### src/rtl/int_exec_pkg.sv
package int_exec_pkg;
   typedef enum logic [4:0] {
      OP_ADD  = 5'd0,  OP_ADDU = 5'd1,  OP_SUB  = 5'd2,  OP_SUBU = 5'd3,
      OP_AND  = 5'd4,  OP_OR   = 5'd5,  OP_XOR  = 5'd6,  OP_LHI  = 5'd7,
      OP_SLL  = 5'd8,  OP_SRL  = 5'd9,  OP_SRA  = 5'd10,
      OP_SEQ  = 5'd16, OP_SNE  = 5'd17, OP_SLT  = 5'd18, OP_SGT  = 5'd19,
      OP_SLE  = 5'd20, OP_SGE  = 5'd21, OP_SLTU = 5'd22, OP_SGTU = 5'd23,
      OP_SLEU = 5'd24, OP_SGEU = 5'd25
   } exec_op_e;

   localparam int OP_W = 5;

   function automatic logic op_wants_sext(input logic [OP_W-1:0] op);
      return (op == OP_ADD) || (op == OP_SUB) ||
             (op >= OP_SEQ && op <= OP_SGE);
   endfunction

   function automatic logic op_is_cmp(input logic [OP_W-1:0] op);
      return (op >= OP_SEQ) && (op <= OP_SGEU);
   endfunction
endpackage

### src/rtl/exec_operand_sel.sv
module exec_operand_sel
   import int_exec_pkg::*;
#(
   parameter int DATA_W = 32,
   parameter int IMM_W  = 16
) (
   input  logic [OP_W-1:0]   op,
   input  logic [DATA_W-1:0] reg_b,
   input  logic [IMM_W-1:0]  imm,
   input  logic              use_imm,
   output logic [DATA_W-1:0] opnd_b
);
   localparam int EXT_W = DATA_W - IMM_W;

   logic [DATA_W-1:0] imm_ext;

   generate
      if (EXT_W == 0) begin : g_no_ext
         assign imm_ext = imm;
      end else begin : g_ext
         assign imm_ext = op_wants_sext(op) ? {{EXT_W{imm[IMM_W-1]}}, imm}
                                            : {{EXT_W{1'b0}}, imm};
      end
   endgenerate

   assign opnd_b = use_imm ? imm_ext : reg_b;
endmodule

### src/rtl/exec_addsub.sv
module exec_addsub #(
   parameter int DATA_W = 32
) (
   input  logic [DATA_W-1:0] a,
   input  logic [DATA_W-1:0] b,
   input  logic              subtract,
   output logic [DATA_W-1:0] sum,
   output logic              sgn_ovf
);
   logic [DATA_W-1:0] b_eff;
   logic [DATA_W:0]   wide;

   assign b_eff = subtract ? ~b : b;
   assign wide  = {1'b0, a} + {1'b0, b_eff} + {{DATA_W{1'b0}}, subtract};
   assign sum   = wide[DATA_W-1:0];
   // signs of the effective operands agree, but the sign of the sum differs
   assign sgn_ovf = (a[DATA_W-1] == b_eff[DATA_W-1]) &&
                    (sum[DATA_W-1] != a[DATA_W-1]);
endmodule

### src/rtl/exec_shifter.sv
module exec_shifter #(
   parameter int DATA_W    = 32,
   parameter bit LOG_STAGE = 1'b1
) (
   input  logic [DATA_W-1:0]         a,
   input  logic [$clog2(DATA_W)-1:0] shamt,
   input  logic                      go_right,
   input  logic                      arith,
   output logic [DATA_W-1:0]         res
);
   localparam int SH_W = $clog2(DATA_W);

   logic fill;
   assign fill = arith & a[DATA_W-1];

   generate
      if (LOG_STAGE) begin : g_log
         logic [DATA_W-1:0] lft [SH_W+1];
         logic [DATA_W-1:0] rgt [SH_W+1];
         assign lft[0] = a;
         assign rgt[0] = a;
         for (genvar k = 0; k < SH_W; k++) begin : g_stage
            localparam int AMT = 1 << k;
            assign lft[k+1] = shamt[k] ? {lft[k][DATA_W-AMT-1:0], {AMT{1'b0}}} : lft[k];
            assign rgt[k+1] = shamt[k] ? {{AMT{fill}}, rgt[k][DATA_W-1:AMT]} : rgt[k];
         end
         assign res = go_right ? rgt[SH_W] : lft[SH_W];
      end else begin : g_flat
         logic [2*DATA_W-1:0] ext_r;
         assign ext_r = {{DATA_W{fill}}, a} >> shamt;
         assign res   = go_right ? ext_r[DATA_W-1:0] : (a << shamt);
      end
   endgenerate
endmodule

### src/rtl/exec_compare.sv
module exec_compare
   import int_exec_pkg::*;
#(
   parameter int DATA_W = 32
) (
   input  logic [OP_W-1:0]   op,
   input  logic [DATA_W-1:0] a,
   input  logic [DATA_W-1:0] b,
   output logic              hit
);
   logic eq, lt_s, lt_u;

   assign eq   = (a == b);
   assign lt_s = ($signed(a) < $signed(b));
   assign lt_u = (a < b);

   always_comb begin
      unique case (op)
         OP_SEQ:  hit = eq;
         OP_SNE:  hit = !eq;
         OP_SLT:  hit = lt_s;
         OP_SGT:  hit = !lt_s && !eq;
         OP_SLE:  hit = lt_s || eq;
         OP_SGE:  hit = !lt_s;
         OP_SLTU: hit = lt_u;
         OP_SGTU: hit = !lt_u && !eq;
         OP_SLEU: hit = lt_u || eq;
         OP_SGEU: hit = !lt_u;
         default: hit = 1'b0;
      endcase
   end
endmodule

### src/rtl/int_exec_unit.sv
module int_exec_unit
   import int_exec_pkg::*;
#(
   parameter int DATA_W    = 32,
   parameter int IMM_W     = 16,
   parameter bit LOG_SHIFT = 1'b1
) (
   input  logic              clk,
   input  logic              rst_n,
   input  logic              in_valid,
   input  logic [4:0]        in_op,
   input  logic [DATA_W-1:0] in_a,
   input  logic [DATA_W-1:0] in_b,
   input  logic [IMM_W-1:0]  in_imm,
   input  logic              in_use_imm,
   output logic              out_valid,
   output logic [DATA_W-1:0] out_result,
   output logic              out_ovf,
   output logic              out_wr_en
);
   localparam int SH_W  = $clog2(DATA_W);
   localparam int LO_W  = DATA_W - IMM_W;

   generate
      if ((1 << SH_W) != DATA_W) begin : g_bad_data_w
         $error("DATA_W must be a power of two");
      end
      if (IMM_W < 1 || IMM_W > DATA_W) begin : g_bad_imm_w
         $error("IMM_W must lie in 1..DATA_W");
      end
   endgenerate

   logic [DATA_W-1:0] opnd_b, sum, sh_res, lhi_val, nxt_result;
   logic              sgn_ovf, cmp_hit, nxt_ovf, is_sub;

   exec_operand_sel #(.DATA_W(DATA_W), .IMM_W(IMM_W)) u_sel (
      .op(in_op), .reg_b(in_b), .imm(in_imm), .use_imm(in_use_imm), .opnd_b(opnd_b)
   );

   assign is_sub = (in_op == OP_SUB) || (in_op == OP_SUBU);

   exec_addsub #(.DATA_W(DATA_W)) u_addsub (
      .a(in_a), .b(opnd_b), .subtract(is_sub), .sum(sum), .sgn_ovf(sgn_ovf)
   );

   exec_shifter #(.DATA_W(DATA_W), .LOG_STAGE(LOG_SHIFT)) u_shift (
      .a(in_a), .shamt(opnd_b[SH_W-1:0]),
      .go_right(in_op != OP_SLL), .arith(in_op == OP_SRA), .res(sh_res)
   );

   exec_compare #(.DATA_W(DATA_W)) u_cmp (
      .op(in_op), .a(in_a), .b(opnd_b), .hit(cmp_hit)
   );

   generate
      if (LO_W == 0) begin : g_lhi_full
         assign lhi_val = in_imm;
      end else begin : g_lhi_part
         assign lhi_val = {in_imm, {LO_W{1'b0}}};
      end
   endgenerate

   always_comb begin
      nxt_ovf = 1'b0;
      case (in_op)
         OP_ADD, OP_SUB: begin
            nxt_result = sum;
            nxt_ovf    = sgn_ovf;
         end
         OP_ADDU, OP_SUBU:        nxt_result = sum;
         OP_AND:                  nxt_result = in_a & opnd_b;
         OP_OR:                   nxt_result = in_a | opnd_b;
         OP_XOR:                  nxt_result = in_a ^ opnd_b;
         OP_LHI:                  nxt_result = lhi_val;
         OP_SLL, OP_SRL, OP_SRA:  nxt_result = sh_res;
         default: nxt_result = op_is_cmp(in_op) ? {{(DATA_W-1){1'b0}}, cmp_hit}
                                                : '0;
      endcase
   end

   always_ff @(posedge clk) begin
      if (!rst_n) begin
         out_valid  <= 1'b0;
         out_result <= '0;
         out_ovf    <= 1'b0;
         out_wr_en  <= 1'b0;
      end else begin
         out_valid <= in_valid;
         out_ovf   <= in_valid & nxt_ovf;
         out_wr_en <= in_valid & ~nxt_ovf;
         if (in_valid) out_result <= nxt_result;
      end
   end
endmodule


### config.mk
export PLATFORM = sky130hd
export DESIGN_NAME = int_exec_unit
export DESIGN_NICKNAME = d
export VERILOG_FILES = /design/src/rtl/int_exec_pkg.sv /design/src/rtl/exec_operand_sel.sv /design/src/rtl/exec_addsub.sv /design/src/rtl/exec_shifter.sv /design/src/rtl/exec_compare.sv /design/src/rtl/int_exec_unit.sv
export SDC_FILE = /design/constraint.sdc
export NUM_CORES = 1
export LEC_CHECK = 0
export CAP_MARGIN = 0
export CORE_MARGIN = 2
export CORE_UTILIZATION = 40
export CTS_CLUSTER_SIZE = 10
export DETAILED_ROUTE_END_ITERATION = 8
export PLACE_DENSITY = 0.57
export SETUP_SLACK_MARGIN = 0.15
export SYNTH_ARGS = -nofsm -noshare
export SYNTH_HDL_FRONTEND = slang
export SYNTH_SLANG_ARGS = --single-unit
### constraint.sdc
create_clock -name clk -period 8.2 [get_ports clk]
set_input_delay 1.64 -clock clk [delete_from_list [all_inputs] [get_ports clk]]
set_output_delay 1.64 -clock clk [all_outputs]
set_load 0.005 [all_outputs]
Word level (Yosys, flattened, before mapping) --
Cells that the tools add are included.
Word-level totals: word-level logic and storage cells 78, register bits after elaboration 35, output and inout port bits 35, input port bits 89
Cells by class: order comparisons 5, reduce and logical (&&, ||, !) cells 17, bitwise gates (word level) 8, equal/unequal tests 24, $add $sub $neg 2, muxes and demuxes 18
Operators by type and width (number):
- two-way mux 32 bit | 14
- one-hot mux 32 bit (6 select lines) | 1
- less-than comparator 32 bit | 2
- equality test 5 bit, second input constant | 10
- adder 32 x 1 -> 32 bit | 1
- adder 32 bit | 1
- AND 32 bit | 1
- equality test 32 bit | 1
- NOT 32 bit | 1
- bitwise OR 32 bit | 1
- XOR 32 bit | 1
- equality test 5 x 3 -> 1 bit, second input constant | 4
- equality test 5 x 4 -> 1 bit, second input constant | 3
- equality test 5 x 2 -> 1 bit, second input constant | 2
- <= comparator 5 bit, second input constant | 2
- one-hot mux 1 bit (10 select lines) | 1
- equality test 5 x 1 -> 1 bit, second input constant | 1
- >= comparator 5 bit, second input constant | 1
- logical AND 1 bit | 5
- logical NOT 5 bit | 1
- logical OR 1 bit | 5
- != test 5 x 4 -> 1 bit, second input constant | 1
- OR reduction 4 bit | 1
- AND 1 bit | 3
- other kinds (7) | 10

Longest topological paths before layout --
Gate-level depths: netlist of the first run.
depth after elaboration 14, depth in mapped cells 18, mapped depth without buffers 15

Hierarchy --
From an unflattened synthesis of the first run, not the netlist that was laid out.
Unflattened totals: cell total of the unflattened synthesis 1460, area, all modules 11554.8 µm²
Modules (own cells, without submodules):
- exec_shifter | cells an instance 508, instances 1, area each 4210.3 µm², seq. area each 0.0 µm²
- int_exec_unit | cells an instance 447, instances 1, area each 3634.7 µm², seq. area each 700.7 µm²
- exec_addsub | cells an instance 299, instances 1, area each 2090.8 µm², seq. area each 0.0 µm²
- exec_compare | cells an instance 146, instances 1, area each 1044.8 µm², seq. area each 0.0 µm²
- exec_operand_sel | cells an instance 60, instances 1, area each 574.3 µm², seq. area each 0.0 µm²

Least setup slack after synthesis of the first run --
No wires, ideal clock.
path type input port to flip-flop, from input port in_use_imm, to register out_result[28], setup time 0.127 ns, path buffers 4, stages on the path 16, setup slack 2.623 ns, data required time 8.073 ns, arrival time 5.450 ns, cells stage by stage buf_2 > mux2i_2 > clkbuf_1 > clkbuf_1 > buf_1 > xnor2_1 > ha_1 > nand2b_1 > a21oi_1 > o22ai_1 > o21ai_1 > a22oi_1 > o21ai_1 > a21oi_1 > or4b_1 > or3b_1
Between the ends: cells in the longest elaborated chain, start to end 8, elaborated cells on any way between the ends 20, classes of those cells add/sub (2); mux (14); bitwise (4)
RTL lines:
- start: declaration | RTL line int_exec_unit.sv:15 | input logic in_use_imm,
- two-way mux 32 bit * | RTL line exec_operand_sel.sv:26 | assign opnd_b = use_imm ? imm_ext : reg_b;
- branches (longest 6 deep; another with adder 32 bit)
- one-hot mux 32 bit (6 select lines) * | RTL line int_exec_unit.sv:65 | case (in_op)
- end signal: assignment | RTL line int_exec_unit.sv:91 | if (in_valid) out_result <= nxt_result;
- end: declaration | RTL line int_exec_unit.sv:17 | output logic [DATA_W-1:0] out_result,
Mark *: on every way between the ends. A chain may end at the register's enable or synchronous reset.

Worst setup path after layout of the first run --
from input port in_op[2], to register out_result[0]
Between the ends: cells in the longest elaborated chain, start to end 11, elaborated cells on any way between the ends 51, classes of those cells add/sub (2); order compare (5); eq/ne (22); mux (7); reduce/logical (15)
RTL lines:
- start: declaration | RTL line int_exec_unit.sv:11 | input logic [4:0] in_op,
- branches (longest 10 deep; another with adder 32 bit)
- one-hot mux 32 bit (6 select lines) * | RTL line int_exec_unit.sv:65
Marks and branches as above.

==> results of run 1 <==
## power by group through the flow
stage | Sequential (mW) | Combinational (mW) | Clock, mW
final | 0.176 | 0.883 | 0.213
after global routing | 0.176 | 0.939 | 0.220
after global placement | 0.179 | 0.849 | 0
after floorplan | 0.179 | 0.545 | 0
after CTS | 0.176 | 0.853 | 0.214
after detailed placement | 0.180 | 0.849 | 0
## routing by layer
metal | global-route usage | vias up | routed length [µm]
met1 | 0.505 | 5707 | 21900
met4 | 0.115 | 2 | 2000
li1 | - | 5515 | -
met2 | 0.545 | 731 | 21700
met5 | 0 | - | 13
met3 | 0.0736 | 108 | 5660
## cell families after synthesis
group                      after synthesis  synth area share
AOI/OAI and AO/OA                      478             0.293
and+or+nand+nor                        407             0.178
buffers and inverters                  206            0.0761
muxes                                  152             0.166
adders and majority gates              144             0.172
xor gates and xnor gates                57            0.0476
DFF                                     35            0.0668
## path summary, 6_finish.rpt
| kind | startpoint | to | slack (ns) |
|---|---|---|---|
| min | out_result[23] | out_result[23] | 0.45 |
| max reg2reg | out_result[13] | out_result[13] | 6.52 |
| max | in_op[2] | out_result[0] | 1.44 |
| min reg2reg | out_result[23] | out_result[23] | 0.45 |
## critical path: cells and delay by family
kind | cells | cell delay [ns]
AOI/OAI and AO/OA | 4 | 0.68
adders and majority gates | 1 | 0.50
buffers and inverters | 1 | 0.76
and+or+nand+nor | 9 | 3.40
## layout by cell type (no fill, tap or decap), types with 8 or more instances in the layout
| cell type | Yosys | layout |
|---|---|---|
| a211oi_1 | 30 | 30 |
| a21o_1 | 23 | 23 |
| a21oi_1 | 126 | 126 |
| a221oi_1 | 20 | 20 |
| a31oi_1 | 27 | 27 |
| and3_1 | 8 | 8 |
| buf_4 | 1 | 32 |
| clkdlybuf4s50_1 | 0 | 121 |
| dfxtp_1 | 35 | 35 |
| ha_1 | 143 | 143 |
| inv_1 | 98 | 98 |
| mux2_2 | 12 | 12 |
| mux2i_1 | 123 | 120 |
| mux4_2 | 15 | 15 |
| nand2_1 | 143 | 143 |
| nand2b_1 | 9 | 9 |
| nand3_1 | 28 | 28 |
| nor2_1 | 119 | 119 |
| nor2b_1 | 34 | 34 |
| nor3_1 | 24 | 22 |
| o211ai_1 | 22 | 22 |
| o21a_1 | 8 | 8 |
| o21ai_0 | 104 | 104 |
| o221ai_1 | 14 | 14 |
| o22ai_1 | 25 | 25 |
| o31ai_1 | 9 | 9 |
| xnor2_1 | 45 | 45 |
| xor2_1 | 12 | 12 |
## area by class of cell
| class | instances | area share |
|---|---|---|
| clock buffers | 8 | 0.0129 |
| inverters | 102 | 0.0315 |
| multi-input cells | 1238 | 0.743 |
| flip-flops and latches | 35 | 0.0576 |
| well taps | 335 | 0.0345 |
| repair buffers | 155 | 0.120 |
## registers in the layout (all words and copies together) (netlist names)
name	cells
out_result	32
out_ovf	1
out_valid	1
out_wr_en	1
## metrics by stage
step	hold slack, ns	setup slack, ns	cell area (µm²)
6_report	0.452	1.44	12200
5_1_grt	0.481	1.00	12200
4_1_cts	0.459	1.65	12200
3_5_place_dp	0.446	1.34	12000
3_3_place_gp	0.438	1.46	12000
2_1_floorplan	0.446	2.62	10500
==> results by group, run 1 <==
Setup path
  • Crit-path cells: clkdlybuf4s50_1 -> nor2_1 -> a21oi_1 -> nor3_2 -> a21oi_1 -> ha_1 -> nor3_1 -> nand2_1 -> nor4_1 -> nand2_1 -> or4_1 -> nand3_1 -> nand3_1 -> o211a_1 -> o211ai_1
  • Worst path max stage delay: about 0.9 ns
  • CP max FO: 18
  • Critical Path AT: 6.97 ns
  • Crit start category: primary input
  • Req. time, crit path: 8.42 ns
  • Slowest library cell on the worst path: nor4_1
  • Critical path class: in -> reg
  • Nature of the critical path endpoint: flip-flop
  • Worst R2R Path Depth: 7

Logic synthesis
  • Yosys warnings: 0
  • Yosys reg bits: 35
  • Yosys cell types: 79
  • Syn Inst Count: 1,479
  • Mapped cell area: 10,500 µm²
  • Syn Area/Cell: 7.10 µm²
  • Net Count, Synth: around 1,700
  • Top post-synthesis cells by count: 143 x ha_1, 143 x nand2_1, 126 x a21oi_1
  • Largest area contributor in the netlist: ha_1
  • Post-synth EDFFs: 0
  • Most common flop cell mapped by yosys: dfxtp_1
  • Fraction of registers with async set/reset: 0
  • Area contributors post-synth: ha_1 17%, mux2i_1 12%, dfxtp_1 6.7%
  • Register area share after synthesis: 0.0668
  • Yosys top cell area share: 0.170

Clock network
  • Cts hold-fix bufs: 0
  • Max clock buf depth: 2
  • CTS tree: built
  • Setup bufs post-CTS: 0
  • Clock Latency Late Sink: 0.29 ns
  • # clock sinks: 35
  • Root Driver: clkbuf_16
  • TritonCTS buffer count: 5
  • PostCTS Resize Cnt: 0
  • H-tree depth: 2
  • Clock-pin slew on the worst setup and hold paths: 0.06 ns

Final layout
  • Area Overhead vs Synth: 15.9%
  • Sequential Area: 701 µm²
  • Util after Layout: 0.469
  • Share of layout cells above drive strength 1: 0.0598
  • Filler instances: 2,673
  • Final Net Count: 1,770
  • Multi-input logic area: ~9000 µm²
  • Final cell count without fillers: 1,873
  • Ant diodes: 0

Timing
  • RSZ-0062 raised after global routing: false
  • Worst relative slew slack: 0.153
  • Tmin final: 6.76 ns
  • Tcrit/Tclk final: 0.824
  • Final slew viol count: 0
  • Setup violators final: 0
  • Skew final: 0 ns
  • Worst-margin pin slew: 1.27 ns
  • Setup_tns: 0 ns
  • Hold Fails Final Rpt: 0
  • Achievable Freq: 0.148 GHz

Min path
  • WHS Path Cells: 2
  • HP Class: reg -> reg

Route
  • 1st-pass router iterations: 6
  • Vias after detailed routing: 12,100
  • DRT iter0 DRCs: 1,631
  • DRC violations left: 0
  • Wire length per cell: 27.4 µm
  • Vias/cell: 6.44
  • Routed WL: 51.4 mm
  • ANT nets after route: 0

Power and ir drop
  • Static Leak: between 5 and 6 nW
  • Int Power: roughly 0.62 mW
  • Maximum VDD drop: 119 µV
  • Switching Fraction: 0.513
  • Logic pwr share: 0.695
  • Clock share of power: 0.167
  • Psw: 0.652 mW
  • Register share of total power: 0.138
  • Power Dens Cells: 105 nW/µm²
  • Final Total Pwr: roughly 1.3 mW

Global routing
  • Global-route usage over all layers: 0.358
  • Largest net degree at the start of global routing: 61
  • Antenna violations before repair: 1
  • Global-route wire length before repair: 75.2 mm
  • Vias in the first global route: roughly 11,000
  • Total grt overflow: 0

Placement
  • DPL Wire Length: around 40 mm
  • Gpl congestion: 1.03
  • PortBufs: 123
  • Inst Count DP: about 1,900

Die
  • Row cnt: 59
  • Die X-Extent: 166 µm
  • Die height: around 170 µm
  • Initial Util: 0.405
  • Die Footprint: 27,500 µm²
  • Core area: 25,900 µm²
  • IO Pins: 124

Job
  • Max Cap Viol: 0

Status
  • Outcome: finished, final reports clean
(Power assumes the default switching activity.)
==> run 2, diff against run 1 <==
--- a/config.mk
+++ b/config.mk
@@ -10,7 +10,7 @@
 export CORE_UTILIZATION = 40
 export CTS_CLUSTER_SIZE = 10
 export DETAILED_ROUTE_END_ITERATION = 8
-export PLACE_DENSITY = 0.57
+export PLACE_DENSITY = 0.6
 export SETUP_SLACK_MARGIN = 0.15
 export SYNTH_ARGS = -nofsm -noshare
 export SYNTH_HDL_FRONTEND = slang
==> constraint.sdc (replaced) <==
create_clock -name clk -period 6.1 [get_ports clk]
set_input_delay 1.22 -clock clk [delete_from_list [all_inputs] [get_ports clk]]
set_output_delay 1.22 -clock clk [all_outputs]
set_load 0.005 [all_outputs]
==> run 2 against run 1 <==
First-iteration DRC count grew 4.0%. Wire length grew 1.7%. Flip-flop and latch count is the same. Sequential share of layout area shrank 0.13 points. Cell area grew 2.3%. Final cell count grew 1.7%. Register-to-register slack lost 2.1 ns. Critical path type unchanged. Largest cell class unchanged.
==> results by group, run 2 (synthesis results as in run 1) <==
Route
  • Vias/cell: 6.58
  • Vias after detailed routing: 12,500
  • Wire length per cell: 27.4 µm
  • ANT nets after route: 0
  • DRC violations left: 0
  • Routed WL: 52.2 mm
  • 1st-pass router iterations: 6
  • DRT iter0 DRCs: 1,696

Clock network
  • Max clock buf depth: 2
  • H-tree depth: 2
  • Cts hold-fix bufs: 0
  • PostCTS Resize Cnt: 0
  • # clock sinks: 35
  • Root Driver: clkbuf_16
  • Clock Latency Late Sink: 0.30 ns
  • Setup bufs post-CTS: 0
  • Clock-pin slew on the worst setup and hold paths: 0.07 ns
  • TritonCTS buffer count: 5
  • CTS tree: built

Power and ir drop
  • Maximum VDD drop: about 110 µV
  • Power Dens Cells: 142 nW/µm²
  • Static Leak: 5.39 nW
  • Final Total Pwr: approximately 1.8 mW

Die
  • Die Footprint: 27,500 µm²
  • Die height: 166 µm
  • Row cnt: 59
  • IO Pins: 124
  • Core area: 25,900 µm²
  • Initial Util: 0.405
  • Die X-Extent: 166 µm

Timing
  • RSZ-0062 raised after global routing: false
  • Hold Fails Final Rpt: 0
  • Setup_tns: 0 ns
  • Worst-margin pin slew: 1.20 ns
  • Tcrit/Tclk final: 0.899
  • Setup violators final: 0
  • Achievable Freq: 0.182 GHz
  • Skew final: 0 ns
  • Worst relative slew slack: 0.188
  • Tmin final: ~5.5 ns
  • Final slew viol count: 0

Setup path
  • CP endpoint: out_result[21]
  • Critical path class: in -> reg
  • CP max FO: 51
  • Crit start category: primary input
  • Reg2Reg Launch Point: out_result[13]
  • Critical Path AT: 5.64 ns
  • Setup crit start: in_use_imm
  • Worst R2R Path Depth: 7
  • Nature of the critical path endpoint: flip-flop
  • Reg-to-Reg End: out_result[13]
  • Req. time, crit path: 6.25 ns
  • Reg2reg setup slack: 4.46 ns

Global routing
  • Global-route wire length before repair: 77.2 mm
  • Global-route usage over all layers: 0.366
  • Antenna violations before repair: 2
  • Largest net degree at the start of global routing: 57
  • Vias in the first global route: 11,500
  • Total grt overflow: 0

Final layout
  • Share of layout cells above drive strength 1: 0.0791
  • Final Net Count: 1,800
  • Most frequent cells in the layout: 143 x nand2_1, 143 x ha_1, 126 x a21oi_1
  • Largest reg by FF count: out_result
  • Area Overhead vs Synth: 18.6%
  • Largest register FFs: 32
  • Final cell count without fillers: between 1,500 and 2,000

Placement
  • PortBufs: roughly 120
  • DPL Wire Length: a little over 40 mm
  • Gpl congestion: 0.994
  • Inst Count DP: 1,895

Status
  • Outcome: finished, final reports clean

Min path
  • HP Class: reg -> reg

Job
  • Max Cap Viol: 0
-- run 2: final cells by class --
class | count | area, µm²
inverters | 102 | 383
multi-input cells | 1238 | 9050
diodes | 2 | 5.00
clock inverters | 3 | 43.8
fillers | 2658 | 13500
repair buffers | 185 | 1720
clock buffers | 5 | 125
flip-flops and latches | 35 | 701
well taps | 335 | 419
-- run 2: report_power, final --
part | total, mW | switching (mW) | internal (mW)
registers | 0.236 | 0.00313 | 0.233
clock network | 0.317 | 0.124 | 0.193
logic | 1.21 | 0.767 | 0.443
total | 1.76 | 0.894 | 0.869
-- run 2: how the worst min path moves through the flow --
| stage | start | slack, ns | cells after the start | end |
|---|---|---|---|---|
| floorplan | out_result[23] | 0.45 | 2 | out_result[23] |
| global placement | out_result[7] | 0.44 | 1 | out_result[7] |
| detailed placement | out_result[23] | 0.46 | 2 | out_result[23] |
| CTS | out_result[23] | 0.47 | 2 | out_result[23] |
| global route | out_result[23] | 0.49 | 2 | out_result[23] |
| finish | out_result[10] | 0.48 | 2 | out_result[10] |
-- run 2: critical path, cell delays in order --
cell and delay (ns):
clkdlybuf4s50_1 0.71, buf_12 0.24, mux2i_4 0.29, buf_4 0.59, nor2_1 0.07, o21ai_0 0.84, o21ai_0 0.53, a21oi_1 0.26
a21oi_1 0.06, o221ai_1 0.63, a31oi_1 0.17
-- run 2: through the flow --
step | setup WS, ns | instance area (µm²) | util | hold WS [ns]
2_1_floorplan | 0.943 | 10500 | - | 0.446
3_3_place_gp | 0.420 | 12300 | 0.474 | 0.444
3_5_place_dp | 0.475 | 12300 | 0.474 | 0.463
4_1_cts | 0.789 | 12400 | 0.480 | 0.472
5_1_grt | 0.335 | 12400 | 0.480 | 0.492
6_report | 0.614 | 12400 | 0.480 | 0.475
-- run 2: routing by layer --
metal,GRT usage,vias up,part of all wire
met5,0,-,0.00019
met4,0.146,2,0.048
met3,0.0727,125,0.11
met2,0.542,896,0.42
met1,0.520,5934,0.42
li1,-,5570,-
